[src/rtl/rxq_pkg.sv]
package rxq_pkg;
  localparam int unsigned DATA_W = 8;
  localparam int unsigned ERR_W  = 3;

  typedef struct packed {
    logic [ERR_W-1:0]  err;   // [0] parity, [1] framing, [2] break
    logic [DATA_W-1:0] data;
  } rxq_entry_t;

  localparam int unsigned ENTRY_W = $bits(rxq_entry_t);
endpackage

[src/rtl/rxq_store.sv]
module rxq_store #(
  parameter int unsigned DEPTH = 64,
  parameter int unsigned W     = 11,
  localparam int unsigned AW   = $clog2(DEPTH),
  localparam int unsigned LW   = $clog2(DEPTH + 1)
) (
  input  logic          clk,
  input  logic          rst_n,
  input  logic          push,
  input  logic          pop,
  input  logic [W-1:0]  din,
  output logic [W-1:0]  dout,
  output logic [LW-1:0] level,
  output logic          full,
  output logic          is_empty
);
  logic [W-1:0]  mem [DEPTH];
  logic [AW-1:0] wptr, rptr;
  logic [LW-1:0] cnt;

  function automatic logic [AW-1:0] nxt(input logic [AW-1:0] p);
    return (p == AW'(DEPTH - 1)) ? '0 : p + 1'b1;
  endfunction

  always_ff @(posedge clk) begin
    if (push) mem[wptr] <= din;
  end

  always_ff @(posedge clk) begin
    if (!rst_n) begin
      wptr <= '0;
      rptr <= '0;
      cnt  <= '0;
    end else begin
      if (push) wptr <= nxt(wptr);
      if (pop)  rptr <= nxt(rptr);
      if (push && !pop)      cnt <= cnt + 1'b1;
      else if (pop && !push) cnt <= cnt - 1'b1;
    end
  end

  assign level    = cnt;
  assign full     = (cnt == LW'(DEPTH));
  assign is_empty = (cnt == '0);
  assign dout     = mem[rptr];
endmodule

[src/rtl/rxq_errcnt.sv]
module rxq_errcnt #(
  parameter int unsigned CW = 7
) (
  input  logic clk,
  input  logic rst_n,
  input  logic inc,
  input  logic dec,
  output logic nonzero
);
  logic [CW-1:0] cnt;

  always_ff @(posedge clk) begin
    if (!rst_n)            cnt <= '0;
    else if (inc && !dec)  cnt <= cnt + 1'b1;
    else if (dec && !inc)  cnt <= cnt - 1'b1;
  end

  assign nonzero = (cnt != '0);
endmodule

[src/rtl/rxq_sticky.sv]
module rxq_sticky (
  input  logic clk,
  input  logic rst_n,
  input  logic set,
  input  logic clr,
  output logic flag
);
  always_ff @(posedge clk) begin
    if (!rst_n)   flag <= 1'b0;
    else if (set) flag <= 1'b1;
    else if (clr) flag <= 1'b0;
  end
endmodule

[src/rtl/rx_err_fifo.sv]
module rx_err_fifo
  import rxq_pkg::*;
#(
  parameter int unsigned DEPTH = 64,
  localparam int unsigned LW   = $clog2(DEPTH + 1)
) (
  input  logic              clk,
  input  logic              rst_n,
  input  logic              wr_valid,
  output logic              wr_ready,
  input  logic [DATA_W-1:0] wr_data,
  input  logic [ERR_W-1:0]  wr_err,
  output logic              rd_valid,
  input  logic              rd_ready,
  output logic [DATA_W-1:0] rd_data,
  output logic [ERR_W-1:0]  rd_err,
  output logic [LW-1:0]     level,
  output logic              empty,
  output logic              err_any,
  output logic              overrun,
  input  logic              stat_clr
);
  rxq_entry_t in_ent, head;
  logic       full, push, pop, drop;

  assign in_ent.data = wr_data;
  assign in_ent.err  = wr_err;

  assign wr_ready = !full;
  assign rd_valid = !empty;
  assign push     = wr_valid && !full;
  assign pop      = rd_ready && !empty;
  assign drop     = wr_valid && full;

  rxq_store #(.DEPTH(DEPTH), .W(ENTRY_W)) u_store (
    .clk(clk), .rst_n(rst_n), .push(push), .pop(pop),
    .din(in_ent), .dout(head), .level(level), .full(full), .is_empty(empty)
  );

  rxq_errcnt #(.CW(LW)) u_errcnt (
    .clk(clk), .rst_n(rst_n),
    .inc(push && (wr_err != '0)),
    .dec(pop && (head.err != '0)),
    .nonzero(err_any)
  );

  rxq_sticky u_ovr (
    .clk(clk), .rst_n(rst_n), .set(drop), .clr(stat_clr), .flag(overrun)
  );

  assign rd_data = empty ? '0 : head.data;
  assign rd_err  = empty ? '0 : head.err;
endmodule

[config.mk]
export PLATFORM = sky130hd
export DESIGN_NAME = rx_err_fifo
export DESIGN_NICKNAME = d
export VERILOG_FILES = /design/src/rtl/rxq_pkg.sv /design/src/rtl/rxq_store.sv /design/src/rtl/rxq_errcnt.sv /design/src/rtl/rxq_sticky.sv /design/src/rtl/rx_err_fifo.sv
export SDC_FILE = /design/constraint.sdc
export NUM_CORES = 1
export LEC_CHECK = 0
export ABC_AREA = 0
export BUFFER_PORTS_ARGS = -buffer_cell sky130_fd_sc_hd__buf_2
export CORE_MARGIN = 2
export CORE_UTILIZATION = 63
export CTS_CLUSTER_SIZE = 16
export DETAILED_ROUTE_END_ITERATION = 16
export HOLD_SLACK_MARGIN = 0.08
export PLACE_DENSITY = 0.82
export SLEW_MARGIN = 10
export SYNTH_ARGS = -nofsm -noshare
export SYNTH_HDL_FRONTEND = slang
export SYNTH_SLANG_ARGS = --single-unit
export TNS_END_PERCENT = 30
[constraint.sdc]
create_clock -name clk -period 4.4 [get_ports clk]
set_input_delay 0.44 -clock clk [delete_from_list [all_inputs] [get_ports clk]]
set_output_delay 0.44 -clock clk [all_outputs]
set_load 0.01 [all_outputs]
Word level (Yosys, flattened, before mapping)
Memory sizes are Yosys's and may differ from the RTL's. A register that Yosys moved wholly into a read port is not among the register bits.
Cells that the tools add are included.
{ "totals": {"ff_bits": 27, "ramBits": 704, "in_bits": 16, "out_inout_bits": 23, "elab_cells": 51, "mem_count": 1} }
{ "op_classes": {"add_sub_neg": 6, "eq_ne": 3, "mux": 14, "reduce_logical": 22} }
{ "memory_table": {"columns": ["memory", "words", "word_bits", "read_ports", "rd_clocked_by_memory_dff", "wr", "line", "source"], "rows": [
  ["u_store.mem", 64, 11, 1, 1, 1, "rxq_store.sv:17", "logic [W-1:0] mem [DEPTH];"]
]} }
{ "ops": {"columns": ["cell", "count"], "rows": [
  ["7-bit 2-to-1 mux", 4],
  ["6-bit 2-to-1 mux", 4],
  ["7-bit by 1-bit adder with 7-bit output (second input constant)", 2],
  ["7-bit by 1-bit subtractor with 7-bit output (second input constant)", 2],
  ["6-bit by 1-bit adder with 6-bit output (second input constant)", 2],
  ["6-bit == test (second input constant)", 2],
  ["1-bit logical AND", 9],
  ["8-bit 2-to-1 mux", 1],
  ["7-bit == test (second input constant)", 1],
  ["7-bit zero test", 1],
  ["7-bit nonzero test", 1],
  ["1-bit zero test", 6],
  ["2-bit nonzero test", 3],
  ["3-bit nonzero test", 2],
  ["1-bit 2-to-1 mux", 4],
  ["3-bit 2-to-1 mux", 1]
]} }

Depth between registers and ports, before layout
{ "depth": {"ltp_word": 8, "depth_mapped": 21, "ltp_nobuf": 17} }

Cells and area by module
Synthesis repeated with hierarchy kept, for this count alone.
{ "hier_totals": {"hier_cells": 1496, "area_unflattened_um2": 29336.9} }
{ "modules_own_cells": {"columns": ["mod", "instances", "cells_per_inst", "area_per_inst_um2"], "rows": [
  ["rxq_store", 1, 1410, 28581.2],
  ["rxq_errcnt", 1, 64, 561.8],
  ["rx_err_fifo", 1, 19, 152.6],
  ["rxq_sticky", 1, 3, 41.3]
]} }

Worst setup path before layout
No wires, ideal clock.
{ "synth_timing": {"kind": "register -> register", "start": "register (tool-made name)", "end": "register u_errcnt.cnt[6]", "setup_ns": 0.076, "arrival_ns": 3.699, "t_required_ns": 4.324, "slack_ns": 0.625, "path_stages_with_launch": 20, "n_path_buf": 2, "synth_period_minus_slack_ns": 3.775, "path_cell_list": "dfxtp_1 > buf_2 > buf_2 > mux4_2 > nor3_1 > a21oi_1 > o211ai_1 > nand3_1 > o21a_1 > o21ai_1 > ha_1 > inv_1 > fa_1 > a21o_1 > a21oi_1 > o21bai_1 > a21oi_1 > xnor2_1 > or3_1 > a21boi_0"} }
{ "synth_lines": {"columns": ["element", "line", "source"], "rows": [
  ["end signal: assignment", "rxq_errcnt.sv:14", "else if (inc && !dec) cnt <= cnt + 1'b1;"],
  ["end signal: assignment", "rxq_errcnt.sv:15", "else if (dec && !inc) cnt <= cnt - 1'b1;"],
  ["end: declaration", "rxq_errcnt.sv:10", "logic [CW-1:0] cnt;"]
]} }

==> flow_metrics.tcl <==
set metrics [dict create \
    status "finished clean" \
    netlist_instances 1371 \
    leakage_nw 10.47 \
    cts_max_path_buffers 3 \
    hpwl_um 38740 \
    drive_gt1_share_pct 29.89 \
    required_ps 3960 \
    p_int_w 0.01322 \
    cp-start-kind "flip-flop" \
    syn_to_final_growth_pct 13.07 \
    gp_congestion 0.8661 \
    design.core.area_um2 45380 \
    layout_setup_ws_ps 142.0 \
    fin_worst_skew_ps 18.58 \
    first_pass_iters 6 \
    dieHeight_um 218.6 \
    cts.sinks 737 \
    worst_slew_pin_slew_ps 1259 \
    seq_area_frac_synth_pct 75.11 \
    timing.hold.ws_ps 195.3 \
    slew_violations 0 \
    cts_tree "done" \
    cts_buffers 71 \
    cts_root_buffer "clkbuf_16" \
    wirelength_um 66970 \
    synth-edff-count 704 \
    routedWlPerCell_um 30.78 \
    cp_max_fo 25 \
    ir_worst_vdd_v 0.0005724 \
    die_w_um 218.6 \
    port_buffers 38 \
    finish.utilization_pct 72.32 \
    fin_crit_sh_pct 96.77 \
    ctsHoldBuffers 0 \
    synth_seq_cells 737 \
    hp-class "input pin to flip-flop" \
    grt_pass1_vias 15006 \
    grt_start_max_net_pins 65 \
    p_clk_share_pct 32.8 \
    drt-initial-drc-count 2008 \
    synth_ff_type "edfxtp_1" \
    clock_latency_ps 600 \
    rsz0062_at_grt "yes" \
    n_antenna_cell 0 \
    finalHoldViolCount 0 \
    synth-async-reset-ratio_pct 0 \
    via_per_inst 6.747 \
    final_area_um2 32820 \
    p_seq_share_pct 43.9 \
    fin_nets 1555 \
    maxCapViolations 0 \
    yosysWarnings 0 \
    setup_viol 0 \
    p_sw_w 0.004853 \
    num-fill-cells 2544 \
    worstPathArrival_ps 3820 \
    placed_area_um2 30360 \
    slew_headroom_pct 16.10 \
    routed-via-count 14682 \
    grt.total_usage_pct 29.12 \
    syn_area_per_cell_um2 21.17 \
    synth_area_um2 29030 \
    fmax_ghz 0.2349 \
    p_comb_share_pct 23.3 \
    layout_min_cycle_time_ps 4258 \
    synth.distinct_cells 53 \
    syn_nets 1403 \
    antenna_found_initial 0 \
    dp_slack_ps -154.2 \
    htree_levels 3 \
    initial_core_util_pct 63.96 \
    grt_pass1_wl_um 98270 \
    p_sw_share_pct 26.86 \
    grt_overflow_total 0 \
    critPathKind "flip-flop to output port" \
    io_pins 39 \
    power_density_nw_per_um2 550.5 \
    die_area_um2 47810 \
    end_kind "output port" \
    drtAntennaViolNets 0 \
    drc 0 \
    num_rows 78 \
    path_clk_slew_ps 60 \
]
==> registers in the layout, summed over array words and instances (netlist names), named ones only <==
name	flops
u_store.level	7
u_errcnt.cnt	7
u_store.rptr	6
u_store.mem	704
u_store.wptr	6
u_ovr.flag	1
==> layout make-up <==
| class | count | area [um2] | area share [%] |
|---|---|---|---|
| Inverter | 14 | 52.55 | 0.1601 |
| Clock inverter | 30 | 254.0 | 0.7739 |
| Timing Repair Buffer | 154 | 1179 | 3.591 |
| Tap cell | 600 | 750.7 | 2.287 |
| Clock buffer | 96 | 1976 | 6.020 |
| Multi-Input combinational cell | 545 | 6793 | 20.70 |
| Sequential cell | 737 | 21820 | 66.47 |
==> Yosys cell counts (5+ instances only) <==
library cell	instances	area share [%]
a211oi_1	11	0.28
a21oi_1	15	0.26
and2_1	17	0.37
and3_1	5	0.11
buf_1	9	0.12
buf_2	28	0.48
buf_4	10	0.26
buf_6	9	0.35
clkbuf_1	19	0.25
dfxtp_1	33	2.3
edfxtp_1	704	73
ha_1	14	0.60
inv_1	12	0.16
mux2i_1	33	1.1
mux4_2	202	16
nand2_1	34	0.44
nand2b_1	6	0.13
nand3_1	9	0.16
nor2_1	75	0.97
nor2b_1	16	0.34
nor3_1	5	0.086
nor4_1	7	0.15
o21ai_0	16	0.28
o22ai_1	9	0.19
xnor2_1	15	0.45
==> path summary, 6_finish.rpt <==
kind | from | to | slack, ps | cells after the start
worst min register to register | u_errcnt.cnt[6] | u_errcnt.cnt[6] | 510 | 2
worst min-delay path | stat_clr | u_ovr.flag | 200 | 3
worst max-delay path | flip-flop | rd_data[4] | 140 | 7
worst max register to register | flip-flop | u_errcnt.cnt[6] | 160 | 19
==> kinds of logic (layout without fill, tap and decap cells) <==
family | count (synthesis) | in the layout | synth area share (%)
compound gates | 83 | 83 | 1.879
xor+xnor | 19 | 19 | 0.5733
fa+ha+maj | 16 | 16 | 0.7415
buf+inv | 89 | 294 | 1.634
flops | 737 | 737 | 75.11
mux | 236 | 236 | 16.85
simple gates | 191 | 191 | 3.211
==> cells in the final DEF, fill, tap and decap left out, types with 6 or more instances in the layout <==
cell type and n:
nand2_1 34, buf_2 37, dfxtp_1 29, and2_1 17, a21oi_1 13, a211oi_1 6, nor4_1 7, mux4_2 202
clkbuf_16 75, clkinv_1 14, o22ai_1 9, ha_1 14, clkinv_2 8, o21ai_0 15, nor2b_1 16, nand3_1 9
nand2b_1 6, buf_4 106, edfxtp_1 704, buf_12 6, xnor2_1 15, mux2i_1 33, nor2_1 75, inv_1 12
clkbuf_1 19
==> worst max-delay path: stages (launching register included) <==
cell and delay, ps:
dfxtp_4 450, buf_4 170, buf_4 430, mux4_2 630
mux4_2 560, mux2i_1 490, o22ai_1 260, buf_2 200
==> what timing repair did <==
item,in CTS,in global routing
setup endpoints to repair,2,2
resized for setup,6,10
pin swaps,2,10
gates cloned,1,0
buffers inserted,7,5
==> power by group through the flow <==
stage                     combinational, W  clock, W  sequential, W
final                              0.00421   0.00592        0.00794
after global placement             0.00380         0        0.00810
after floorplan                    0.00283         0        0.00803
after global routing               0.00447   0.00623        0.00795
after detailed placement           0.00392         0        0.00811
after CTS                          0.00411   0.00597        0.00794
==> metrics by stage <==
stage | std cells | power [W] | TNS (ps)
2_1_floorplan | 1371 | 0.01086 | 0
3_3_place_gp | 2036 | 0.01191 | 0
3_5_place_dp | 2036 | 0.01203 | -224.0
4_1_cts | 2170 | 0.01802 | 0
5_1_grt | 2176 | 0.01865 | -16.89
6_report | 2176 | 0.01807 | 0
==> metal layers <==
layer  up-vias  track usage [%]  routed length, um
met3       197            7.363               6767
met2       908            46.48              33070
li1       5968                -                  -
met5         -                0                  0
met4         0            12.49               3049
met1      7609            38.76              24080
No activity file was read; power rests on OpenSTA's default activity.
